<file path="config.mk">
export PLATFORM = sky130hd
export DESIGN_NAME = ps2_host_tx
export DESIGN_NICKNAME = d
export VERILOG_FILES = /design/src/rtl/ps2tx_pkg.sv /design/src/rtl/ps2tx_sync_edge.sv /design/src/rtl/ps2tx_gap_timer.sv /design/src/rtl/ps2tx_bit_sel.sv /design/src/rtl/ps2_host_tx.sv
export SDC_FILE = /design/constraint.sdc
export NUM_CORES = 1
export LEC_CHECK = 0
export ABC_AREA = 1
export BUFFER_PORTS_ARGS = -buffer_cell sky130_fd_sc_hd__clkbuf_2
export CAP_MARGIN = 20
export CORE_ASPECT_RATIO = 0.5
export CORE_MARGIN = 3
export CORE_UTILIZATION = 45
export DETAILED_ROUTE_END_ITERATION = 10
export GPL_TIMING_DRIVEN = 0
export REMOVE_ABC_BUFFERS = 1
export SKIP_LAST_GASP = 1
export SLEW_MARGIN = 5
export SYNTH_ARGS = -nofsm -noshare
export SYNTH_HDL_FRONTEND = slang
export SYNTH_SLANG_ARGS = --single-unit
</file>
<file path="constraint.sdc">
create_clock -name clk -period 3.4 [get_ports clk]
set_input_delay 0.68 -clock clk [delete_from_list [all_inputs] [get_ports clk]]
set_output_delay 0.68 -clock clk [all_outputs]
set_load 0.01 [all_outputs]
</file>
<file path="src/rtl/ps2tx_pkg.sv">
package ps2tx_pkg;

   typedef enum logic [1:0] {
      TX_IDLE    = 2'd0,
      TX_INHIBIT = 2'd1,
      TX_FRAME   = 2'd2
   } tx_state_e;

   // Bit positions of the outgoing frame, counted in accepted falling edges.
   localparam logic [3:0] POS_FIRST = 4'd1;
   localparam logic [3:0] POS_ACK   = 4'd11;

   function automatic logic odd_parity(input logic [7:0] b);
      return ~(^b);
   endfunction

endpackage

</file>
<file path="src/rtl/ps2tx_sync_edge.sv">
module ps2tx_sync_edge #(
   parameter int STAGES = 2
) (
   input  logic clk,
   input  logic rst_n,
   input  logic clk_line,
   input  logic data_line,
   output logic clk_fall,
   output logic data_s
);
   logic [STAGES-1:0] clk_sh;
   logic [STAGES-1:0] data_sh;
   logic              clk_prev;

   generate
      if (STAGES < 2) begin : g_bad
         $error("ps2tx_sync_edge: STAGES must be at least 2");
      end
      for (genvar i = 0; i < STAGES; i++) begin : g_stage
         if (i == 0) begin : g_head
            always_ff @(posedge clk or negedge rst_n) begin
               if (!rst_n) begin
                  clk_sh[0]  <= 1'b1;
                  data_sh[0] <= 1'b1;
               end else begin
                  clk_sh[0]  <= clk_line;
                  data_sh[0] <= data_line;
               end
            end
         end else begin : g_tail
            always_ff @(posedge clk or negedge rst_n) begin
               if (!rst_n) begin
                  clk_sh[i]  <= 1'b1;
                  data_sh[i] <= 1'b1;
               end else begin
                  clk_sh[i]  <= clk_sh[i-1];
                  data_sh[i] <= data_sh[i-1];
               end
            end
         end
      end
   endgenerate

   always_ff @(posedge clk or negedge rst_n) begin
      if (!rst_n) clk_prev <= 1'b1;
      else        clk_prev <= clk_sh[STAGES-1];
   end

   assign clk_fall = clk_prev & ~clk_sh[STAGES-1];
   assign data_s   = data_sh[STAGES-1];

endmodule

</file>
<file path="src/rtl/ps2tx_gap_timer.sv">
module ps2tx_gap_timer #(
   parameter int MASK_CYC    = 3000,
   parameter int GAP_MIN_CYC = 2000,
   parameter int GAP_MAX_CYC = 6000
) (
   input  logic clk,
   input  logic rst_n,
   input  logic start,
   input  logic accept,
   output logic in_mask,
   output logic too_close,
   output logic too_long
);
   localparam int REL_W   = $clog2(MASK_CYC + 1);
   localparam int GAP_LIM = GAP_MAX_CYC + 1;
   localparam int GAP_W   = $clog2(GAP_LIM + 1);
   localparam logic [REL_W-1:0] REL_END = REL_W'(MASK_CYC);
   localparam logic [GAP_W-1:0] GAP_END = GAP_W'(GAP_LIM);
   localparam logic [GAP_W-1:0] GAP_LOW = GAP_W'(GAP_MIN_CYC);

   logic [REL_W-1:0] rel_cnt;
   logic [GAP_W-1:0] gap_cnt;

   generate
      if (GAP_MIN_CYC >= GAP_MAX_CYC) begin : g_bad_gap
         $error("ps2tx_gap_timer: GAP_MIN_CYC must be below GAP_MAX_CYC");
      end
      if (MASK_CYC < 1) begin : g_bad_mask
         $error("ps2tx_gap_timer: MASK_CYC must be positive");
      end
   endgenerate

   // Cycles since the clock wire was released, saturating.
   always_ff @(posedge clk or negedge rst_n) begin
      if (!rst_n)                rel_cnt <= REL_END;
      else if (start)            rel_cnt <= '0;
      else if (rel_cnt != REL_END) rel_cnt <= rel_cnt + 1'b1;
   end

   // Cycles since the last accepted edge, saturating one past the limit.
   always_ff @(posedge clk or negedge rst_n) begin
      if (!rst_n)                  gap_cnt <= GAP_END;
      else if (start)              gap_cnt <= GAP_END;
      else if (accept)             gap_cnt <= '0;
      else if (gap_cnt != GAP_END) gap_cnt <= gap_cnt + 1'b1;
   end

   assign in_mask   = rel_cnt < REL_END;
   assign too_close = gap_cnt < GAP_LOW;
   assign too_long  = gap_cnt == GAP_END;

   AST_ACCEPT_OUTSIDE_MASK: assert property (@(posedge clk) disable iff (!rst_n)
      accept |-> !in_mask) else $error("edge taken inside release mask");
   AST_ACCEPT_SPACED: assert property (@(posedge clk) disable iff (!rst_n)
      accept |-> !too_close) else $error("edge taken too close to previous");

endmodule

</file>
<file path="src/rtl/ps2tx_bit_sel.sv">
module ps2tx_bit_sel
   import ps2tx_pkg::*;
(
   input  logic [7:0] byte_i,
   input  logic [3:0] pos,
   output logic       drive_low,
   output logic       is_ack,
   output logic       bad_pos
);
   // Frame image indexed by edge position: start, data LSB first, parity,
   // then ones for every released position (stop and beyond).
   logic [15:0] image;

   assign image     = {6'h3F, odd_parity(byte_i), byte_i, 1'b0};
   assign drive_low = ~image[pos];
   assign is_ack    = pos == POS_ACK;
   assign bad_pos   = (pos < POS_FIRST) || (pos > POS_ACK);

endmodule

</file>
<file path="src/rtl/ps2_host_tx.sv">
module ps2_host_tx
   import ps2tx_pkg::*;
#(
   parameter int         INHIBIT_CYC = 10000,
   parameter int         MASK_CYC    = 3000,
   parameter int         GAP_MIN_CYC = 2000,
   parameter int         GAP_MAX_CYC = 6000,
   parameter int         RETRY_MAX   = 3,
   parameter int         XFER_TO_CYC = 1000000,
   parameter int         SYNC_STAGES = 2,
   parameter int         STAMP_W     = 32,
   parameter logic [7:0] RESEND_CODE = 8'hFE
) (
   input  logic               clk,
   input  logic               rst_n,
   input  logic               req_valid,
   input  logic [7:0]         req_byte,
   input  logic               resend_req,
   input  logic               ps2_clk_i,
   input  logic               ps2_data_i,
   output logic               ps2_clk_drive_low,
   output logic               ps2_data_drive_low,
   output logic               busy,
   output logic               done,
   output logic               error,
   output logic [STAMP_W-1:0] end_stamp
);
   localparam int HOLD_W  = $clog2(INHIBIT_CYC + 1);
   localparam int XFER_W  = $clog2(XFER_TO_CYC + 1);
   localparam int RETRY_W = $clog2(RETRY_MAX + 2);
   localparam logic [HOLD_W-1:0]  HOLD_LAST = HOLD_W'(INHIBIT_CYC - 1);
   localparam logic [XFER_W-1:0]  XFER_LAST = XFER_W'(XFER_TO_CYC - 1);
   localparam logic [RETRY_W-1:0] RETRY_LIM = RETRY_W'(RETRY_MAX);

   generate
      if (INHIBIT_CYC < 1) begin : g_bad_inh
         $error("ps2_host_tx: INHIBIT_CYC must be positive");
      end
      if (RETRY_MAX < 0) begin : g_bad_retry
         $error("ps2_host_tx: RETRY_MAX must not be negative");
      end
      if (XFER_TO_CYC <= INHIBIT_CYC) begin : g_bad_xfer
         $error("ps2_host_tx: XFER_TO_CYC must exceed INHIBIT_CYC");
      end
      if (STAMP_W < 1) begin : g_bad_stamp
         $error("ps2_host_tx: STAMP_W must be positive");
      end
   endgenerate

   tx_state_e          state;
   logic [7:0]         byte_q;
   logic [3:0]         pos_q;
   logic [HOLD_W-1:0]  hold_cnt;
   logic [XFER_W-1:0]  xfer_cnt;
   logic [RETRY_W-1:0] retry_cnt;
   logic               clk_oe_q, data_oe_q, done_q, error_q;
   logic [STAMP_W-1:0] stamp_q, end_stamp_q;

   logic clk_fall, data_s;
   logic in_mask, too_close, too_long;
   logic drive_low, is_ack, bad_pos;
   logic xfer_expire, rel_go, gap_fault, edge_take, frame_fault;

   ps2tx_sync_edge #(.STAGES(SYNC_STAGES)) u_sync (
      .clk       (clk),
      .rst_n     (rst_n),
      .clk_line  (ps2_clk_i),
      .data_line (ps2_data_i),
      .clk_fall  (clk_fall),
      .data_s    (data_s)
   );

   ps2tx_gap_timer #(
      .MASK_CYC    (MASK_CYC),
      .GAP_MIN_CYC (GAP_MIN_CYC),
      .GAP_MAX_CYC (GAP_MAX_CYC)
   ) u_timer (
      .clk       (clk),
      .rst_n     (rst_n),
      .start     (rel_go),
      .accept    (edge_take),
      .in_mask   (in_mask),
      .too_close (too_close),
      .too_long  (too_long)
   );

   ps2tx_bit_sel u_bits (
      .byte_i    (byte_q),
      .pos       (pos_q),
      .drive_low (drive_low),
      .is_ack    (is_ack),
      .bad_pos   (bad_pos)
   );

   assign xfer_expire = (state != TX_IDLE) && (xfer_cnt == XFER_LAST);
   assign rel_go      = (state == TX_INHIBIT) && (hold_cnt == HOLD_LAST) && !xfer_expire;
   assign gap_fault   = (state == TX_FRAME) && (pos_q > POS_FIRST) && too_long && !xfer_expire;
   assign edge_take   = (state == TX_FRAME) && clk_fall && !in_mask && !too_close
                        && !xfer_expire && !gap_fault;
   assign frame_fault = gap_fault || (edge_take && (bad_pos || (is_ack && data_s)));

   always_ff @(posedge clk or negedge rst_n) begin
      if (!rst_n) begin
         state       <= TX_IDLE;
         byte_q      <= '0;
         pos_q       <= POS_FIRST;
         hold_cnt    <= '0;
         xfer_cnt    <= '0;
         retry_cnt   <= '0;
         clk_oe_q    <= 1'b0;
         data_oe_q   <= 1'b0;
         done_q      <= 1'b0;
         error_q     <= 1'b0;
         stamp_q     <= '0;
         end_stamp_q <= '0;
      end else begin
         done_q  <= 1'b0;
         error_q <= 1'b0;
         stamp_q <= stamp_q + 1'b1;
         unique case (state)
            TX_IDLE: begin
               if (req_valid || resend_req) begin
                  byte_q    <= req_valid ? req_byte : RESEND_CODE;
                  state     <= TX_INHIBIT;
                  clk_oe_q  <= 1'b1;
                  data_oe_q <= 1'b0;
                  hold_cnt  <= '0;
                  xfer_cnt  <= '0;
                  retry_cnt <= '0;
               end
            end
            TX_INHIBIT, TX_FRAME: begin
               xfer_cnt <= xfer_cnt + 1'b1;
               if (xfer_expire) begin
                  clk_oe_q  <= 1'b0;
                  data_oe_q <= 1'b0;
                  error_q   <= 1'b1;
                  state     <= TX_IDLE;
               end else if (state == TX_INHIBIT) begin
                  if (rel_go) begin
                     clk_oe_q  <= 1'b0;
                     data_oe_q <= 1'b1;
                     pos_q     <= POS_FIRST;
                     state     <= TX_FRAME;
                  end else begin
                     hold_cnt <= hold_cnt + 1'b1;
                  end
               end else if (frame_fault) begin
                  data_oe_q <= 1'b0;
                  if (retry_cnt == RETRY_LIM) begin
                     error_q <= 1'b1;
                     state   <= TX_IDLE;
                  end else begin
                     retry_cnt <= retry_cnt + 1'b1;
                     clk_oe_q  <= 1'b1;
                     hold_cnt  <= '0;
                     state     <= TX_INHIBIT;
                  end
               end else if (edge_take) begin
                  if (is_ack) begin
                     done_q      <= 1'b1;
                     end_stamp_q <= stamp_q;
                     state       <= TX_IDLE;
                  end else begin
                     data_oe_q <= drive_low;
                     pos_q     <= pos_q + 1'b1;
                  end
               end
            end
            default: state <= TX_IDLE;
         endcase
      end
   end

   assign ps2_clk_drive_low  = clk_oe_q;
   assign ps2_data_drive_low = data_oe_q;
   assign busy               = state != TX_IDLE;
   assign done               = done_q;
   assign error              = error_q;
   assign end_stamp          = end_stamp_q;

   AST_IDLE_LINES_FREE: assert property (@(posedge clk) disable iff (!rst_n)
      !busy |-> (!ps2_clk_drive_low && !ps2_data_drive_low)) else $error("idle drives bus");
   AST_INHIBIT_DATA_FREE: assert property (@(posedge clk) disable iff (!rst_n)
      ps2_clk_drive_low |-> !ps2_data_drive_low) else $error("data driven during inhibit");
   AST_RELEASE_START: assert property (@(posedge clk) disable iff (!rst_n)
      ($fell(ps2_clk_drive_low) && busy) |-> ps2_data_drive_low) else $error("no start bit");
   AST_DONE_ONE_CYCLE: assert property (@(posedge clk) disable iff (!rst_n)
      done |=> !done) else $error("done wider than one cycle");
   AST_DONE_ENDS_BUSY: assert property (@(posedge clk) disable iff (!rst_n)
      done |-> (!busy && !error)) else $error("done while busy");
   AST_ERROR_ENDS_BUSY: assert property (@(posedge clk) disable iff (!rst_n)
      error |-> !busy) else $error("error while busy");
   AST_RETRY_BOUND: assert property (@(posedge clk) disable iff (!rst_n)
      retry_cnt <= RETRY_LIM) else $error("retry count past limit");
   AST_REQ_IGNORED_BUSY: assert property (@(posedge clk) disable iff (!rst_n)
      (busy && (req_valid || resend_req)) |=> $stable(byte_q)) else $error("byte changed while busy");

endmodule

</file>
==> metrics <==
number of library cell types mapped by synthesis 39; reg-to-reg slack, setup 0.45 ns; ANT nets after route 0; DP Area 8420 µm²; CTS tree done; Ant. Diodes 0; Slew HR 48.2%; Initial Util 47.2%; first-pass GRT wire length 30500 µm; min Tclk post-route 2.95 ns; CTS buffer count 17; max-cap violations 0; largest area contributor in the netlist dfrtp_1; Cell Int Power 3.43 mW; reg2reg start state[0]; top-area cell type share of the netlist area 40.3%; commonest non-fill, non-tap cell in the layout nand2_1; Clk pin slew, worst setup/hold paths 0.07 ns; Root Driver clkbuf_16; I/O pins 51; post-route cell area 9020 µm²; Lkg Pwr 4.27 nW; Setup WS post-layout 0.451 ns; synthesized area per cell 8.01 µm²; Tot GR Track Use 19.0%; pre-CTS WS 0.431 ns; initial antenna violation count 0; area delta synth->final 13.5%; final setup TNS 0 ns; largest net degree at the start of global routing 84; clock buffer depth 2; Layout Skew 0.00972 ns; crit path kind flop to flop; Logic pwr share 24.4%; vias in the first global route 6241; power share of the sequential group 38.6%; Starting DRT DRC Count 347; post-route clock period utilization 86.7%; DR vias/cell 5.02; final setup vio count 0; clock power share 36.9%; Reg2Reg Depth 12; Synth area leaders dfrtp_1 (40%), nand2_1 (12%), dfstp_2 (6.9%); Hold WC Path Type primary input to async pin; post-cts resize count 0; commonest cells after routing, fill and taps aside nand2_1 (249), dfrtp_1 (128), nor2_1 (114); critical path launch point state[0]; post-synthesis sequential area ratio 47.2%; final hold vios 0; outcome completed; cts hold-fix bufs 0; RSZ-0062 raised after global routing no; via count of the routed design 6456; CP Max Fanout 15; GP Congestion 0.872; Routed WL per cell 13.6 µm; routed wire length 17500 µm; grt ovf 0; crit end category flop; die area 19400 µm²; die height 100 µm; Skew-Pair Late Insertion Delay 0.42 ns; Slew Limit Fails 0; Worst Tran Pin Value 0.774 ns; Gate Count Post-Synth 992; Design Power 5.28 mW; post-synthesis cell area 7950 µm²; IO Port Bufs 50; share of layout cells above drive strength 1 13.5%; Critical Path RT 3.71 ns; HPWL after detailed placement 12400 µm; row count 33; Pwr Density 585 nW/µm²; Reg2Reg Capture Point hold_cnt[12]; final net count 1075; 1st-pass router iterations 4; chip width 194 µm; Placeable Area 16800 µm²; NetSw 1.85 mW; Switching Share 35.0%; Critical Path AT 3.26 ns; Setup Buffers After CTS 0; htree depth 4; Yosys warning count 0; CP Launch Type flop; Peak VDD IR 0.385 mV; number of remaining DRC errors 0; CTS sink count 149; Seq cells post-synth 149; Max Clock Freq 339 MHz
[how the worst max path moves through the flow]
stage               endpoint  depth (start not counted)
3_5_place_dp     hold_cnt[2]                         12
6_report        hold_cnt[12]                         12
3_3_place_gp       byte_q[4]                          1
4_1_cts          hold_cnt[3]                         12
5_1_grt        end_stamp[26]                         11
2_1_floorplan  end_stamp[12]                         13
[sequential cells by signal, summed over array words and instances (netlist names), 2 cells and up]
register and flops:
byte_q 8, end_stamp 32, hold_cnt 14, pos_q 4, retry_cnt 3, stamp_q 32
state 2, u_sync.clk_sh 2, u_timer.gap_cnt 13, u_timer.rel_cnt 12, xfer_cnt 20
[metrics by stage]
step	hold WS [ns]	utilization, %	std cells
5_1_grt	0.308	53.5	1285
2_1_floorplan	0.345	-	975
4_1_cts	0.313	53.5	1285
6_report	0.274	53.5	1285
3_3_place_gp	0.346	49.7	1252
3_5_place_dp	0.351	50.0	1253
[cell families (layout without fill, tap and decap cells)]
logic type               Yosys count  in the layout  synth area share (%)
AND/OR/NAND/NOR                  534            534                  30.2
AO/OA/AOI/OAI                    105            105                  7.21
flip-flops                       149            149                  47.2
buffers and inverters            133            199                  6.78
adder cells (fa/ha/maj)           16             16                  2.52
XOR/XNOR                          55             55                  6.06
[cell usage after synthesis, drive strengths merged]
| cell | number |
|---|---|
| o22a | 1 |
| nor3b | 10 |
| clkinv | 1 |
| inv | 115 |
| clkbuf | 6 |
| or3b | 1 |
| nor4 | 4 |
| xnor2 | 8 |
| buf | 11 |
| a21oi | 34 |
| a31oi | 1 |
| o31ai | 3 |
| o211a | 1 |
| dfstp | 21 |
| nand4 | 28 |
| ha | 16 |
| xor2 | 47 |
| o21a | 4 |
| o21ai | 58 |
| nand2 | 258 |
| nand3 | 74 |
| or2 | 7 |
| nor3 | 31 |
| nor2 | 121 |
| a211oi | 3 |
| dfrtp | 128 |
[final cells by class]
class	instances	area [µm²]
Sequential cell	149	3750
Multi-Input combinational cell	710	3650
Clock inverter	14	164
Fill cell	1595	7830
Inverter	116	435
Clock buffer	18	439
Timing Repair Buffer	51	287
Tap cell	227	284
[per-layer routing]
| metal | routed length, µm | share of wire, % | vias to the layer above | GRT usage (%) |
|---|---|---|---|---|
| met5 | 0 | 0 | - | 0 |
| met4 | 150 | 0.86 | 0 | 3.64 |
| met2 | 7740 | 44 | 95 | 29.6 |
| li1 | - | - | 3300 | - |
| met3 | 607 | 3.5 | 10 | 4.49 |
| met1 | 9030 | 52 | 3051 | 27.4 |
[power groups by stage]
stage,Combinational [mW],Sequential (mW),Clock [mW]
2_1_floorplan,0.938,2.03,0
3_3_place_gp,1.26,2.06,0
3_5_place_dp,1.29,2.07,0
4_1_cts,1.30,2.04,2.00
5_1_grt,1.48,2.06,2.08
6_report,1.29,2.04,1.95
[worst max-delay path: stages, from the launching register on]
cell and delay, ns:
dfrtp_1 0.40, inv_1 0.08, ha_1 0.32, nor2_2 0.19, nand2_2 0.08, nor2_4 0.12
nand3_4 0.14, nand2_2 0.24, inv_2 0.15, a211oi_4 0.70, nand2_4 0.24, nand2_1 0.11
nand2_1 0.05
No activity file was read; power rests on OpenSTA's default activity.
